<file path="config.mk">
export PLATFORM = sky130hd
export DESIGN_NAME = convLinkCtrl
export DESIGN_NICKNAME = d
export VERILOG_FILES = /design/src/rtl/convLinkPkg.sv /design/src/rtl/convLinkDatapath.sv /design/src/rtl/convLinkControl.sv /design/src/rtl/convLinkCtrl.sv
export SDC_FILE = /design/constraint.sdc
export NUM_CORES = 1
export LEC_CHECK = 0
export ABC_AREA = 1
export BUFFER_PORTS_ARGS = -buffer_cell sky130_fd_sc_hd__buf_2
export CORE_ASPECT_RATIO = 0.7
export CORE_MARGIN = 1
export CORE_UTILIZATION = 25
export CTS_CLUSTER_DIAMETER = 200
export DETAILED_ROUTE_END_ITERATION = 7
export SETUP_SLACK_MARGIN = 0.02
export SLEW_MARGIN = 30
export SYNTH_ARGS = -nofsm -noshare
export SYNTH_HDL_FRONTEND = slang
export SYNTH_SLANG_ARGS = --single-unit
</file>
<file path="constraint.sdc">
create_clock -name clk -period 1.6 [get_ports clk]
set_clock_uncertainty 0.05 [all_clocks]
set_input_delay 0.16 -clock clk [delete_from_list [all_inputs] [get_ports clk]]
set_output_delay 0.16 -clock clk [all_outputs]
set_load 0.05 [all_outputs]
</file>
<file path="src/rtl/convLinkPkg.sv">
package convLinkPkg;

  typedef enum logic [2:0] {
    ST_IDLE,
    ST_CMD,
    ST_CONV,
    ST_READ,
    ST_GAP
  } linkState_t;

  // strobes from control to datapath
  typedef struct packed {
    logic loadCmd;
    logic shiftCmd;
    logic sampleIn;
    logic done;
    logic timedOut;
  } linkCtl_t;

  function automatic logic [7:0] packCommand(input logic [2:0] chan, input logic range,
                                             input logic bipolar, input logic [1:0] power);
    return {1'b1, chan, range, bipolar, power};
  endfunction

endpackage

</file>
<file path="src/rtl/convLinkDatapath.sv">
module convLinkDatapath
  import convLinkPkg::*;
#(
  parameter int CMD_W       = 8,
  parameter int RES_W       = 12,
  parameter int SYNC_STAGES = 2
) (
  input  logic             clk,
  input  logic             rstN,
  input  linkCtl_t         ctl,
  input  logic [CMD_W-1:0] cmdByte,
  input  logic             strobe,
  input  logic             dout,
  output logic             strbRise,
  output logic             din,
  output logic             resValid,
  output logic [RES_W-1:0] resData,
  output logic             resTimeout
);

  logic [CMD_W-1:0]     cmdShift;
  logic [RES_W-1:0]     rxShift;
  logic [SYNC_STAGES:0] strbSync;

  assign din      = cmdShift[CMD_W-1];
  assign strbRise = strbSync[SYNC_STAGES-1] & ~strbSync[SYNC_STAGES];

  always_ff @(posedge clk or negedge rstN) begin
    if (!rstN) begin
      cmdShift   <= '0;
      rxShift    <= '0;
      strbSync   <= '1;
      resValid   <= 1'b0;
      resData    <= '0;
      resTimeout <= 1'b0;
    end else begin
      strbSync <= {strbSync[SYNC_STAGES-1:0], strobe};
      if (ctl.loadCmd) begin
        cmdShift <= cmdByte;
        rxShift  <= '0;
      end else if (ctl.shiftCmd) begin
        cmdShift <= {cmdShift[CMD_W-2:0], 1'b0};
      end
      if (ctl.sampleIn) rxShift <= {rxShift[RES_W-2:0], dout};
      resValid <= ctl.done;
      if (ctl.done) begin
        resData    <= rxShift;
        resTimeout <= ctl.timedOut;
      end
    end
  end

endmodule

</file>
<file path="src/rtl/convLinkControl.sv">
module convLinkControl
  import convLinkPkg::*;
#(
  parameter int CMD_W          = 8,
  parameter int RES_W          = 12,
  parameter int LONG_LEN       = 16,
  parameter int HALF_DIV       = 2,
  parameter int TIMEOUT_CYCLES = 750,
  parameter int CS_GAP         = 4
) (
  input  logic       clk,
  input  logic       rstN,
  input  logic       reqValid,
  input  logic       reqLongFrame,
  input  logic       strbRise,
  output linkCtl_t   ctl,
  output linkState_t stateOut,
  output logic       busy,
  output logic       csN,
  output logic       sclk
);

  localparam int DIV_W = $clog2(HALF_DIV + 1);
  localparam int CNT_W = $clog2(LONG_LEN + CMD_W + 1);
  localparam int TO_W  = $clog2(TIMEOUT_CYCLES + 1);
  localparam int GAP_W = $clog2(CS_GAP + 1);
  localparam logic [CNT_W-1:0] CMD_LAST   = CNT_W'(CMD_W - 1);
  localparam logic [CNT_W-1:0] SHORT_LAST = CNT_W'(RES_W - 1);
  localparam logic [CNT_W-1:0] LONG_LAST  = CNT_W'(LONG_LEN - 1);
  localparam logic [CNT_W-1:0] RES_CNT    = CNT_W'(RES_W);

  linkState_t       state;
  logic [DIV_W-1:0] divCnt;
  logic [CNT_W-1:0] bitCnt;
  logic [TO_W-1:0]  toCnt;
  logic [GAP_W-1:0] gapCnt;
  logic             longR, timedOutR, halfTick;
  logic [CNT_W-1:0] readLast;

  assign stateOut = state;
  assign readLast = longR ? LONG_LAST : SHORT_LAST;
  assign halfTick = (state == ST_CMD || state == ST_READ) && (divCnt == DIV_W'(HALF_DIV - 1));

  always_comb begin
    ctl.loadCmd  = (state == ST_IDLE) && reqValid;
    ctl.shiftCmd = (state == ST_CMD) && halfTick && sclk;
    ctl.sampleIn = (state == ST_READ) && halfTick && !sclk && (bitCnt < RES_CNT);
    ctl.done     = (state == ST_READ) && halfTick && sclk && (bitCnt == readLast);
    ctl.timedOut = timedOutR;
  end

  always_ff @(posedge clk or negedge rstN) begin
    if (!rstN) begin
      state     <= ST_IDLE;
      divCnt    <= '0;
      bitCnt    <= '0;
      toCnt     <= '0;
      gapCnt    <= '0;
      longR     <= 1'b0;
      timedOutR <= 1'b0;
      busy      <= 1'b0;
      csN       <= 1'b1;
      sclk      <= 1'b0;
    end else begin
      if (state == ST_CMD || state == ST_READ)
        divCnt <= halfTick ? '0 : divCnt + 1'b1;
      unique case (state)
        ST_IDLE: if (reqValid) begin
          state  <= ST_CMD;
          csN    <= 1'b0;
          busy   <= 1'b1;
          divCnt <= '0;
          bitCnt <= '0;
          sclk   <= 1'b0;
          longR  <= reqLongFrame;
        end
        ST_CMD: if (halfTick) begin
          sclk <= ~sclk;
          if (sclk) begin
            if (bitCnt == CMD_LAST) begin
              state  <= ST_CONV;
              bitCnt <= '0;
              toCnt  <= '0;
            end else begin
              bitCnt <= bitCnt + 1'b1;
            end
          end
        end
        ST_CONV: begin
          toCnt <= toCnt + 1'b1;
          if (strbRise || toCnt == TO_W'(TIMEOUT_CYCLES - 1)) begin
            state     <= ST_READ;
            divCnt    <= '0;
            timedOutR <= !strbRise;
          end
        end
        ST_READ: if (halfTick) begin
          sclk <= ~sclk;
          if (sclk) begin
            bitCnt <= bitCnt + 1'b1;
            if (bitCnt == readLast) begin
              state  <= ST_GAP;
              csN    <= 1'b1;
              gapCnt <= '0;
            end
          end
        end
        ST_GAP: begin
          gapCnt <= gapCnt + 1'b1;
          if (gapCnt == GAP_W'(CS_GAP - 1)) begin
            state <= ST_IDLE;
            busy  <= 1'b0;
          end
        end
        default: state <= ST_IDLE;
      endcase
    end
  end

endmodule

</file>
<file path="src/rtl/convLinkCtrl.sv">
module convLinkCtrl
  import convLinkPkg::*;
#(
  parameter int SYS_CLK_MHZ  = 50,
  parameter int CONV_WAIT_NS = 15000,
  parameter int HALF_DIV     = 2,
  parameter int CS_GAP       = 4,
  parameter int LONG_LEN     = 16,
  parameter int SYNC_STAGES  = 2
) (
  input  logic        clk,
  input  logic        rstN,
  input  logic        reqValid,
  input  logic [2:0]  reqChan,
  input  logic        reqRange,
  input  logic        reqBipolar,
  input  logic [1:0]  reqPower,
  input  logic        reqLongFrame,
  output logic        busy,
  output logic        resValid,
  output logic [11:0] resData,
  output logic        resTimeout,
  output logic        csN,
  output logic        sclk,
  output logic        din,
  input  logic        dout,
  input  logic        strobe
);

  localparam int CMD_W          = 8;
  localparam int RES_W          = 12;
  localparam int TIMEOUT_CYCLES = (SYS_CLK_MHZ * CONV_WAIT_NS) / 1000;

  linkCtl_t   ctl;
  linkState_t ctrlState;
  logic       strbRise;

  convLinkControl #(
    .CMD_W(CMD_W), .RES_W(RES_W), .LONG_LEN(LONG_LEN), .HALF_DIV(HALF_DIV),
    .TIMEOUT_CYCLES(TIMEOUT_CYCLES), .CS_GAP(CS_GAP)
  ) u_control (
    .clk(clk), .rstN(rstN), .reqValid(reqValid), .reqLongFrame(reqLongFrame),
    .strbRise(strbRise), .ctl(ctl), .stateOut(ctrlState), .busy(busy),
    .csN(csN), .sclk(sclk)
  );

  convLinkDatapath #(
    .CMD_W(CMD_W), .RES_W(RES_W), .SYNC_STAGES(SYNC_STAGES)
  ) u_datapath (
    .clk(clk), .rstN(rstN), .ctl(ctl),
    .cmdByte(packCommand(reqChan, reqRange, reqBipolar, reqPower)),
    .strobe(strobe), .dout(dout), .strbRise(strbRise), .din(din),
    .resValid(resValid), .resData(resData), .resTimeout(resTimeout)
  );

endmodule

</file>
==> impl_metrics.json, run 1 <==
{
  "final_max_slew_viol_count": 0,
  "crit_type": "flop to flop",
  "dp_hpwl_um": 4250,
  "synthArstFlopShare": 1.00,
  "irDropWorstVdd_mv": 0.716,
  "place_area_um2": 3380,
  "drc_errors": 0,
  "final_util": 0.326,
  "place_congestion": 0.806,
  "cts_tree": "built",
  "path_clk_slew_ns": 0.05,
  "layout-drive-gt1-share": 0.236,
  "cap_violations": 0,
  "whs_ns": 0.0193,
  "path_buf_inv": 1,
  "route.met2.wl_um": 2520,
  "die_w_um": 133,
  "grt_pass1_wl_um": 10600,
  "overflow": 0,
  "grt_max_degree": 55,
  "synth_cell_types": 31,
  "design_area_um2": 3810,
  "maxSlewHeadroom": 0.729,
  "cts_buffer_depth": 2,
  "wl_um": 6160,
  "vias": 2328,
  "antennaDiodeCount": 0,
  "critical_path_arrival_ns": 1.65,
  "crit_path_end_kind": "flop",
  "netlist_area_um2": 2990,
  "seqCellArea_um2": 1640,
  "synth.yosys.seq_area_share": 0.546,
  "crit_fanout": 4,
  "synth_edf_count": 0,
  "multi_input_area_um2": 1150,
  "synth_area_leaders": "dfrtp_1 (51%), nand2_1 (9.3%), inv_1 (6.4%)",
  "hold_class": "primary input to flop",
  "crit_path_cell_trace": "ha_4 -> nand2_1 -> nor2_1 -> nand2_1 -> nand2_2 -> nand2_2 -> buf_4 -> nand2_1 -> o21ai_0",
  "outcome": "finished, final reports clean",
  "routedLengthMet1_um": 3200,
  "critPathSlowestCell": "dfrtp_1",
  "rows": 33,
  "ios": 31,
  "antenna_found_initial": 0,
  "dr.pass1.iters": 4,
  "cp-startpoint": "u_control.bitCnt[1]",
  "syn2layout_area_growth_pct": 27.5,
  "finalHoldViolations": 0,
  "yosys.area.top_type": "dfrtp_1",
  "required_ns": 1.76,
  "coreArea_um2": 11700,
  "port_buffers": 30,
  "max_stage_delay_ns": 0.41,
  "yosysWarnings": 0,
  "timing.fmax_mhz": 669,
  "initialDrtViolationCount": 114,
  "min_from": "reqChan[2]",
  "crit_family": "simple AND/OR/NAND/NOR gates",
  "nets": 398,
  "reg2reg_from": "u_control.bitCnt[1]",
  "fin_crit_ns": 1.49,
  "synth-main-ff-cell": "dfrtp_1",
  "initial_utilization": 0.256,
  "htree_levels": 3,
  "ant_nets": 0,
  "setup_tns_ns": 0,
  "track_usage": 0.111,
  "cpMostUsedCell": "nand2_1",
  "vias_per_cell": 4.30,
  "synth_fp_nets": 344,
  "cts_made_buffers": 9,
  "postSynthCellCount": 326,
  "fp.dieH_um": 93.5,
  "cts_root_buf": "clkbuf_16",
  "clkSinkCount": 65,
  "die-area_um2": 12400,
  "grt_pass1_vias": 2319,
  "synth.avg_cell_area_um2": 9.17,
  "finalCritPeriodShare": 0.934,
  "synth_seq_cells": 65,
  "wl_per_cell_um": 11.4,
  "wl_met3_um": 332,
  "worst_slew_pin_slew_ns": 0.402,
  "power.leakage_nw": 1.78,
  "clk_latency_ns": 0.33,
  "synth_top_cell_area_share": 0.510,
  "powerDensity_nw_per_um2": 1520,
  "setup_violations": 0,
  "dr.max_layer_used": "met4",
  "fill_cells": 1207,
  "critPathLaunchType": "flop"
}
## synthesized netlist by cell type, types with 5 or more instances
| master | number |
|---|---|
| o21ai_0 | 15 |
| inv_1 | 51 |
| xor2_1 | 7 |
| o22ai_1 | 17 |
| nand2_2 | 5 |
| nand3_1 | 17 |
| a21oi_1 | 7 |
| nor2_1 | 16 |
| nand2_1 | 74 |
| nand4_1 | 5 |
| dfrtp_1 | 61 |
| o21ai_1 | 14 |
| buf_6 | 6 |
| ha_1 | 5 |
## power breakdown
part | total [mW] | internal, mW | leakage [nW] | switching (mW)
Combinational | 1.77 | 0.643 | 0.790 | 1.12
Clock | 1.91 | 1.20 | 0.139 | 0.707
Sequential | 2.13 | 1.92 | 0.849 | 0.205
## worst register-to-register path, stage by stage (launching register included)
cell	delay [ns]
dfrtp_1	0.41
ha_4	0.17
nand2_1	0.07
nor2_1	0.14
nand2_1	0.08
nand2_2	0.09
nand2_2	0.08
buf_4	0.15
nand2_1	0.05
o21ai_0	0.09
## cell usage in the layout (no fill, tap or decap), types with 2 or more instances in the layout
master,netlist,routed
ha_2,0,2
clkbuf_16,0,9
o21ai_1,14,15
nor3_1,4,4
nand2_2,5,5
nand2_4,1,4
buf_2,0,30
nand2_1,74,71
nand3_1,17,15
a21oi_1,7,7
nand3_2,0,2
clkinv_2,0,2
nand4_1,5,5
nor2_1,16,14
ha_1,5,2
xor2_1,7,7
o221ai_1,3,3
dlygate4sd3_1,0,7
nor2_4,1,2
o211ai_1,2,2
dfrtp_2,0,5
clkbuf_1,1,2
o21ai_0,15,14
inv_1,51,48
buf_4,0,11
inv_2,0,3
dfstp_2,4,4
o22ai_1,17,17
buf_12,0,2
dfrtp_1,61,56
## through the flow
stage / total power, mW / setup WS, ns / cells
after global routing: 6.20 / -0.00945 / 542
after floorplan: 3.28 / 0.0868 / 326
after global placement: 3.72 / 0.0311 / 518
after CTS: 5.73 / 0.0251 / 541
after detailed placement: 3.75 / 0.0200 / 518
final: 5.80 / 0.106 / 542
## state kept, by name, indices dropped and copies added (netlist names)
name and cells:
u_control.bitCnt 5, u_control.busy 1, u_control.csN 1, u_control.divCnt 2, u_control.gapCnt 3, u_control.longR 1
u_control.sclk 1, u_control.stateOut 3, u_control.timedOutR 1, u_control.toCnt 10, u_datapath.cmdShift 8, u_datapath.resData 12
u_datapath.resTimeout 1, u_datapath.resValid 1, u_datapath.rxShift 12, u_datapath.strbSync 3
## final cells by class
| class | instances | area share |
|---|---|---|
| clock buffers | 11 | 0.0610 |
| flip-flops and latches | 65 | 0.429 |
| inverters | 52 | 0.0518 |
| well taps | 157 | 0.0515 |
| multi-input cells | 202 | 0.302 |
| repair buffers | 50 | 0.0899 |
| clock inverters | 5 | 0.0148 |
## cells by family after synthesis
kind of cell,share of synthesized area
simple gates,0.202
flops,0.546
compound gates,0.118
buf+inv,0.0900
xor+xnor,0.0234
fa+ha+maj,0.0209
## metal layers
layer / GRT usage / vias to the layer above
met5: 0 / -
met4: 0.0517 / 0
li1: - / 1173
met1: 0.143 / 1098
met3: 0.0434 / 12
met2: 0.163 / 45
## path summary, 6_finish.rpt
path,to,slack (ns),cells past startpoint
setup / recovery,u_control.toCnt[3],0.11,9
hold / removal,u_datapath.cmdShift[6],0.02,3
setup reg to reg,u_control.toCnt[3],0.11,9
hold reg to reg,u_datapath.strbSync[1],0.30,0
max in group asynchronous,u_datapath.strbSync[0],0.67,3
min in group asynchronous,u_datapath.resData[5],0.19,2
## repair_timing
item / CTS / global route
pin swaps: 1 / 4
buffers inserted: 0 / 1
resized for setup: 2 / 21
cloned: 0 / 0
hold endpoints to repair: 17 / 0
setup endpoints to repair: 2 / 57
hold buffers: 7 / 0
Note: power is estimated with default switching activity, not from simulation.
==> run 2, diff against run 1 <==
--- a/config.mk
+++ b/config.mk
@@ -16,4 +16,5 @@
 export SLEW_MARGIN = 30
 export SYNTH_ARGS = -nofsm -noshare
 export SYNTH_HDL_FRONTEND = slang
+export SYNTH_HIERARCHICAL = 1
 export SYNTH_SLANG_ARGS = --single-unit
==> run 2 against run 1 <==
Sequential power increased by 8%; die area grew 2.1%; synthesized cell count rose by 13%; sequential share of layout area is 2.5 points lower; sequential cell count unchanged; via count rose by 8.4%; area after synthesis up 2.1%; combinational power grew 29%; critical path type unchanged; critical endpoint is now u_datapath/resTimeout.
==> impl_metrics.json, run 2 <==
{
  "outcome": "finished, final reports clean",
  "overflow": 0,
  "ant_nets": 0,
  "die_w_um": 134,
  "final_cells": 593,
  "reg2reg_from": "u_control/bitCnt[0]",
  "hold_class": "primary input to flop",
  "ios": 31,
  "synth_fp_nets": 385,
  "drc_errors": 0,
  "crit_path_end_kind": "flop",
  "hold-path-cell-count": 3,
  "dp_hpwl_um": 4680,
  "synth_top_family_by_area": "simple AND/OR/NAND/NOR gates",
  "fp.dieH_um": 94.5,
  "reg_top3": "u_datapath/resData: 12 flops, u_datapath/rxShift: 12 flops, u_control/toCnt: 10 flops",
  "critical_path_arrival_ns": 1.72,
  "place_area_um2": 3430,
  "yosys-top-cells-count": "nand2_1 (107), dfrtp_1 (61), nor2_1 (40), inv_1 (39), nand3_1 (33)",
  "cts_root_buf": "clkbuf_16",
  "synth_xor_area_frac": 0.00860,
  "grt_max_degree": 40,
  "nets": 449,
  "irDropWorstVdd_mv": 0.580,
  "rows": 33,
  "r2r-end": "u_datapath/resTimeout",
  "min_from": "reqRange",
  "finalCritPeriodShare": 0.951,
  "port_buffers": 30,
  "power.leakage_nw": 2.01,
  "whs_ns": 0.0273,
  "vias": 2524,
  "timing.fmax_mhz": 657,
  "htree_levels": 3,
  "postSynthCellCount": 367,
  "synth_fa_ha_area_frac": 0.0205,
  "layout-drive-gt1-share": 0.268,
  "synth_area_leaders": "dfrtp_1 (50%), nand2_1 (13%), nand3_1 (5.4%)",
  "crit_type": "flop to flop",
  "synth_cell_types": 32,
  "synth_top_cell_area_share": 0.500,
  "place_congestion": 0.881,
  "antenna_found_initial": 0,
  "fin_crit_ns": 1.52,
  "cts_buffer_depth": 2,
  "yosys.area.top_type": "dfrtp_1",
  "syn2layout_area_growth_pct": 32.4,
  "final_max_slew_viol_count": 0,
  "synth_seq_cells": 65,
  "cts_made_buffers": 9,
  "design_area_um2": 4040,
  "cts_tree": "built",
  "grt_pass1_wl_um": 11300,
  "vias_per_cell": 4.26,
  "finalHoldViolations": 0,
  "wl_um": 6800,
  "synth_compound_area_frac": 0.0635,
  "clkSinkCount": 65,
  "critPathLaunchType": "flop",
  "r2r_setup_slack_ns": 0.08,
  "yosys.area_share.simple": 0.292,
  "powerDensity_nw_per_um2": 1600,
  "final_cell_mix": "nand2_1 (103), dfrtp_1 (58), inv_1 (36)",
  "synthArstFlopShare": 1.00,
  "synthMuxAreaShare": 0,
  "crit_fanout": 14,
  "wl_per_cell_um": 11.5,
  "yosysWarnings": 6,
  "setup_violations": 0,
  "synth_edf_count": 0,
  "worst-r2r-cell-count": 8,
  "layout_commonest_cell": "nand2_1",
  "path_clk_slew_ns": 0.05,
  "track_usage": 0.115,
  "synth-main-ff-cell": "dfrtp_1",
  "dr.pass1.iters": 5,
  "coreArea_um2": 11800,
  "netlist_area_um2": 3050,
  "die-area_um2": 12700,
  "synth.avg_cell_area_um2": 8.32,
  "grt_pass1_vias": 2379,
  "dp.cells": 556,
  "synthMostInstantiatedCell": "nand2_1",
  "rsz0062_at_grt": "yes",
  "initial_utilization": 0.259,
  "synth.yosys.seq_area_share": 0.534,
  "antennaDiodeCount": 0,
  "whs_endpoint": "u_datapath/cmdShift[3]",
  "cap_violations": 0,
  "required_ns": 1.80,
  "clk_latency_ns": 0.33,
  "initialDrtViolationCount": 134
}
run 2: power breakdown:
group	switching, mW	internal, mW
Sequential	0.292	1.99
Combinational	1.48	0.812
Clock	0.693	1.20
Total	2.47	4.01
run 2: per-stage QoR:
step | setup slack (ns) | total power, mW | util | setup TNS [ns]
global placement | 0.0411 | 4.16 | 0.291 | 0
detailed placement | 0.00587 | 4.22 | 0.291 | 0
CTS | 0.00473 | 6.23 | 0.324 | 0
finish | 0.0785 | 6.47 | 0.342 | 0
global route | -0.0716 | 6.92 | 0.342 | -0.589
floorplan | 0.0419 | 3.73 | - | 0
run 2: what timing repair did:
| action | CTS | global route |
|---|---|---|
| pin swaps | 0 | 13 |
| hold buffers | 9 | 0 |
| resized for setup | 3 | 37 |
| endpoints found under the hold margin | 55 | 0 |
| cloned | 0 | 2 |
| endpoints found under the setup margin | 9 | 55 |
| setup buffers | 0 | 10 |
run 2: routing by layer:
| metal | track usage | vias up | wire, um |
|---|---|---|---|
| li1 | - | 1280 | - |
| met1 | 0.154 | 1194 | 3450 |
| met2 | 0.163 | 46 | 2940 |
| met3 | 0.0419 | 4 | 350 |
| met4 | 0.0562 | 0 | 51 |
| met5 | 0 | - | 0 |
run 2: how the worst max path moves through the flow:
| stage | start | cells after the start | to |
|---|---|---|---|
| finish | u_control/bitCnt[0] | 8 | u_datapath/resTimeout |
| global route | u_control/bitCnt[0] | 8 | u_datapath/resData[10] |
| CTS | u_control/stateOut[2] | 7 | u_datapath/cmdShift[3] |
| detailed placement | u_control/stateOut[0] | 7 | u_datapath/rxShift[1] |
| global placement | u_control/toCnt[1] | 9 | u_control/stateOut[0] |
| floorplan | u_control/sclk | 7 | u_datapath/rxShift[7] |
run 2: layout make-up:
type,count,area [um^2]
sequential,65,1640
fill,1245,7760
clock buffer,11,233
tap,157,196
clock inverter,5,56.3
timing repair buffer,61,430
inverter,45,173
multi-input combinational,249,1320
run 2: worst max-delay path: stages, from the launching register on:
cell and delay [ns]:
dfrtp_1 0.39, ha_4 0.16, nand2_2 0.06, nor2_2 0.11
nand2_2 0.09, nor3_4 0.25, buf_6 0.18, nand2_1 0.08
o21ai_0 0.07
run 2: cell families (layout without fill, tap and decap cells):
family,after synthesis,after routing
compound gates,37,37
xor+xnor,3,3
fa+ha+maj,5,5
buf+inv,54,122
flops,65,65
other cells,1,1
simple gates,202,203
==> run 3, diff against run 2 <==
--- a/config.mk
+++ b/config.mk
@@ -5,7 +5,7 @@
 export SDC_FILE = /design/constraint.sdc
 export NUM_CORES = 1
 export LEC_CHECK = 0
-export ABC_AREA = 1
+export ABC_AREA = 0
 export BUFFER_PORTS_ARGS = -buffer_cell sky130_fd_sc_hd__buf_2
 export CORE_ASPECT_RATIO = 0.7
 export CORE_MARGIN = 1
==> run 3 against run 2 <==
The flow now finishes with violations (setup timing); worst hold slack worse by 0.017 ns; cell area up 6.0%; combinational power fell by 27%; clock-buffer cell count fell by 1; first-iteration DRC count fell by 11%.
==> impl_metrics.json, run 3 <==
{
  "outcome": "finished, violations left",
  "violations": "setup timing",
  "critical_path_arrival_ns": 1.96,
  "synthMostInstantiatedCell": "dfrtp_1",
  "netlist_area_um2": 3060,
  "powerDensity_nw_per_um2": 1410,
  "p_seq_frac": 0.381,
  "grt_pass1_wl_um": 10700,
  "crit_fanout": 6,
  "whs_ns": 0.0101,
  "power.leakage_nw": 2.02,
  "fin_crit_ns": 1.80,
  "path_clk_slew_ns": 0.05,
  "fill_cells": 1181,
  "wl_per_cell_um": 12.5,
  "crit_path_end_kind": "flop",
  "power_frac_clock": 0.340,
  "yosys-top-cells-count": "dfrtp_1 (61), nand2_1 (31), o21ai_0 (22), nor2_1 (19)",
  "place_congestion": 0.746,
  "synthMuxAreaShare": 0.0973,
  "synth_fp_nets": 290,
  "synth_area_leaders": "dfrtp_1 (50%), mux2_4 (4.9%), nand2_1 (3.8%)",
  "combPwrFrac": 0.279,
  "yosysWarnings": 6,
  "die_w_um": 134,
  "htree_levels": 3,
  "setup_violations": 29,
  "timing.final.ws_setup_ns": -0.197,
  "p_sw_frac": 0.315,
  "yosys.area.top_type": "dfrtp_1",
  "multi_input_area_um2": 1420,
  "cp-startpoint": "u_control/divCnt[1]",
  "dp_slack_ns": -0.231,
  "reg_top3": "u_datapath/resData: 12 flops, u_datapath/rxShift: 12 flops, u_control/toCnt: 10 flops",
  "synth-main-ff-cell": "dfrtp_1",
  "postSynthCellCount": 272,
  "timing.fmax_mhz": 556,
  "synth.yosys.seq_area_share": 0.533,
  "synthArstFlopShare": 1.00,
  "synth_seq_cells": 65,
  "finalCritPeriodShare": 1.12,
  "ios": 31,
  "dr.pass1.iters": 4,
  "required_ns": 1.76,
  "p_int_mw": 4.13,
  "layout-drive-gt1-share": 0.383,
  "synth.avg_cell_area_um2": 11.2,
  "seqCellArea_um2": 1630,
  "crit_family": "simple AND/OR/NAND/NOR gates",
  "reg2reg_from": "u_control/divCnt[1]",
  "grt_pass1_vias": 2181,
  "critPathSlowestCell": "dfrtp_1",
  "wl_um": 6510,
  "synth_cell_types": 54,
  "path_buf_inv": 1,
  "fp.dieH_um": 94.6,
  "finalHoldViolations": 0,
  "cts_buffer_depth": 2,
  "hold_class": "primary input to flop",
  "cts_made_buffers": 9,
  "crit_type": "flop to flop",
  "clkSinkCount": 65,
  "cts_root_buf": "clkbuf_16",
  "vias_per_cell": 4.31,
  "syn2layout_area_growth_pct": 40.1,
  "cts_tree": "built",
  "crit_path_cell_trace": "and4bb_1 -> nand4b_1 -> nor3_4 -> buf_4 -> mux2_2",
  "min_from": "reqChan[1]",
  "die-area_um2": 12700,
  "synth_top_family_by_area": "simple AND/OR/NAND/NOR gates",
  "rsz0062_at_grt": "yes",
  "drc_errors": 0,
  "netSwitchingPower_mw": 1.90,
  "cap_violations": 0,
  "synth_top_cell_area_share": 0.499,
  "dp_hpwl_um": 4390,
  "r2r_setup_slack_ns": -0.20,
  "overflow": 0,
  "synth_edf_count": 0,
  "final_cell_mix": "dfrtp_1 (60), buf_4 (38), nand2_1 (31)",
  "clk_latency_ns": 0.33,
  "synth_compound_area_frac": 0.102,
  "antennaDiodeCount": 0,
  "track_usage": 0.109,
  "final_util": 0.363,
  "synth_fa_ha_area_frac": 0.0204,
  "coreArea_um2": 11800,
  "synth_xor_area_frac": 0.0286,
  "initial_utilization": 0.259,
  "irDropWorstVdd_mv": 0.512,
  "nets": 377,
  "rows": 33,
  "max_stage_delay_ns": 0.37,
  "initialDrtViolationCount": 119,
  "grt_max_degree": 66,
  "yosys.area_share.simple": 0.179,
  "vias": 2240,
  "final_max_slew_viol_count": 0,
  "antenna_found_initial": 0,
  "critPathLaunchType": "flop",
  "layout_commonest_cell": "dfrtp_1",
  "ant_nets": 0,
  "port_buffers": 30
}
==> run 3: changes by cell type after synthesis, moves of 4 or more <==
cell / previous run / this run
mux2_4: 0 / 10
xor2_1: 1 / 5
nand2_1: 107 / 31
nor2_1: 40 / 19
mux2i_1: 0 / 8
mux2_2: 0 / 6
nand2b_1: 0 / 10
nand2_2: 4 / 0
inv_2: 5 / 0
inv_1: 39 / 9
a21oi_1: 13 / 7
nand3_1: 33 / 4
==> run 3: per-layer routing <==
layer | part of all wire | track usage | wire length (um)
met4 | 0.012 | 0.0393 | 77
met5 | 0 | 0 | 0
met3 | 0.042 | 0.0360 | 276
met1 | 0.52 | 0.155 | 3380
met2 | 0.43 | 0.153 | 2780
==> run 3: tightest hold or removal path, stage by stage <==
cell and delay, ns:
buf_2 0.07, nand2_1 0.04, o21ai_0 0.07
==> run 3: power groups by stage <==
stage	clock, mW	sequential [mW]	combinational (mW)
after floorplan	0	2.53	0.771
after global placement	0	2.30	1.56
after detailed placement	0	2.32	1.59
after CTS	2.10	2.29	1.63
after global routing	2.17	2.35	1.84
final	2.05	2.30	1.68
==> run 3: cells by family (layout without fill, tap and decap cells) <==
family / count (synthesis) / count (layout)
and+or+nand+nor: 96 / 96
DFF: 65 / 65
AOI/OAI and AO/OA: 49 / 49
muxes: 24 / 24
buffers and inverters: 22 / 113
xor gates and xnor gates: 10 / 10
adders and majority gates: 5 / 5
other: 1 / 1
==> run 3: layout make-up <==
type                    instances  share of cell area
clock buffers                  10              0.0534
clock inverters                 5              0.0190
inverters                       9             0.00788
multi-input cells             185               0.331
flip-flops and latches         65               0.381
well taps                     157              0.0458
repair buffers                 89               0.162
==> run 3: path summary, 6_finish.rpt <==
kind,cells after the start,to
max,5,u_datapath/resData[8]
min,3,u_datapath/cmdShift[5]
max reg2reg,5,u_datapath/resData[8]
min reg2reg,0,u_datapath/strbSync[1]
max in group asynchronous,3,u_control/csN
min in group asynchronous,3,u_control/toCnt[9]
==> run 3: timing repair <==
| action | CTS | global route |
|---|---|---|
| setup buffers | 4 | 10 |
| hold buffers | 7 | 0 |
| setup endpoints to repair | 48 | 57 |
| pin swaps | 1 | 11 |
| hold endpoints to repair | 67 | 0 |
| gates resized for setup | 8 | 26 |
==> run 3: through the flow <==
stage                     cell area (um^2)  total power [mW]  std cells  TNS, ns
after detailed placement              3640              3.91        484    -4.04
after CTS                             4090              6.03        510    -3.36
final                                 4290              6.02        520    -3.33
after global routing                  4290              6.36        520    -7.14
after global placement                3640              3.87        484    -3.62
after floorplan                       3070              3.30        272    -5.98
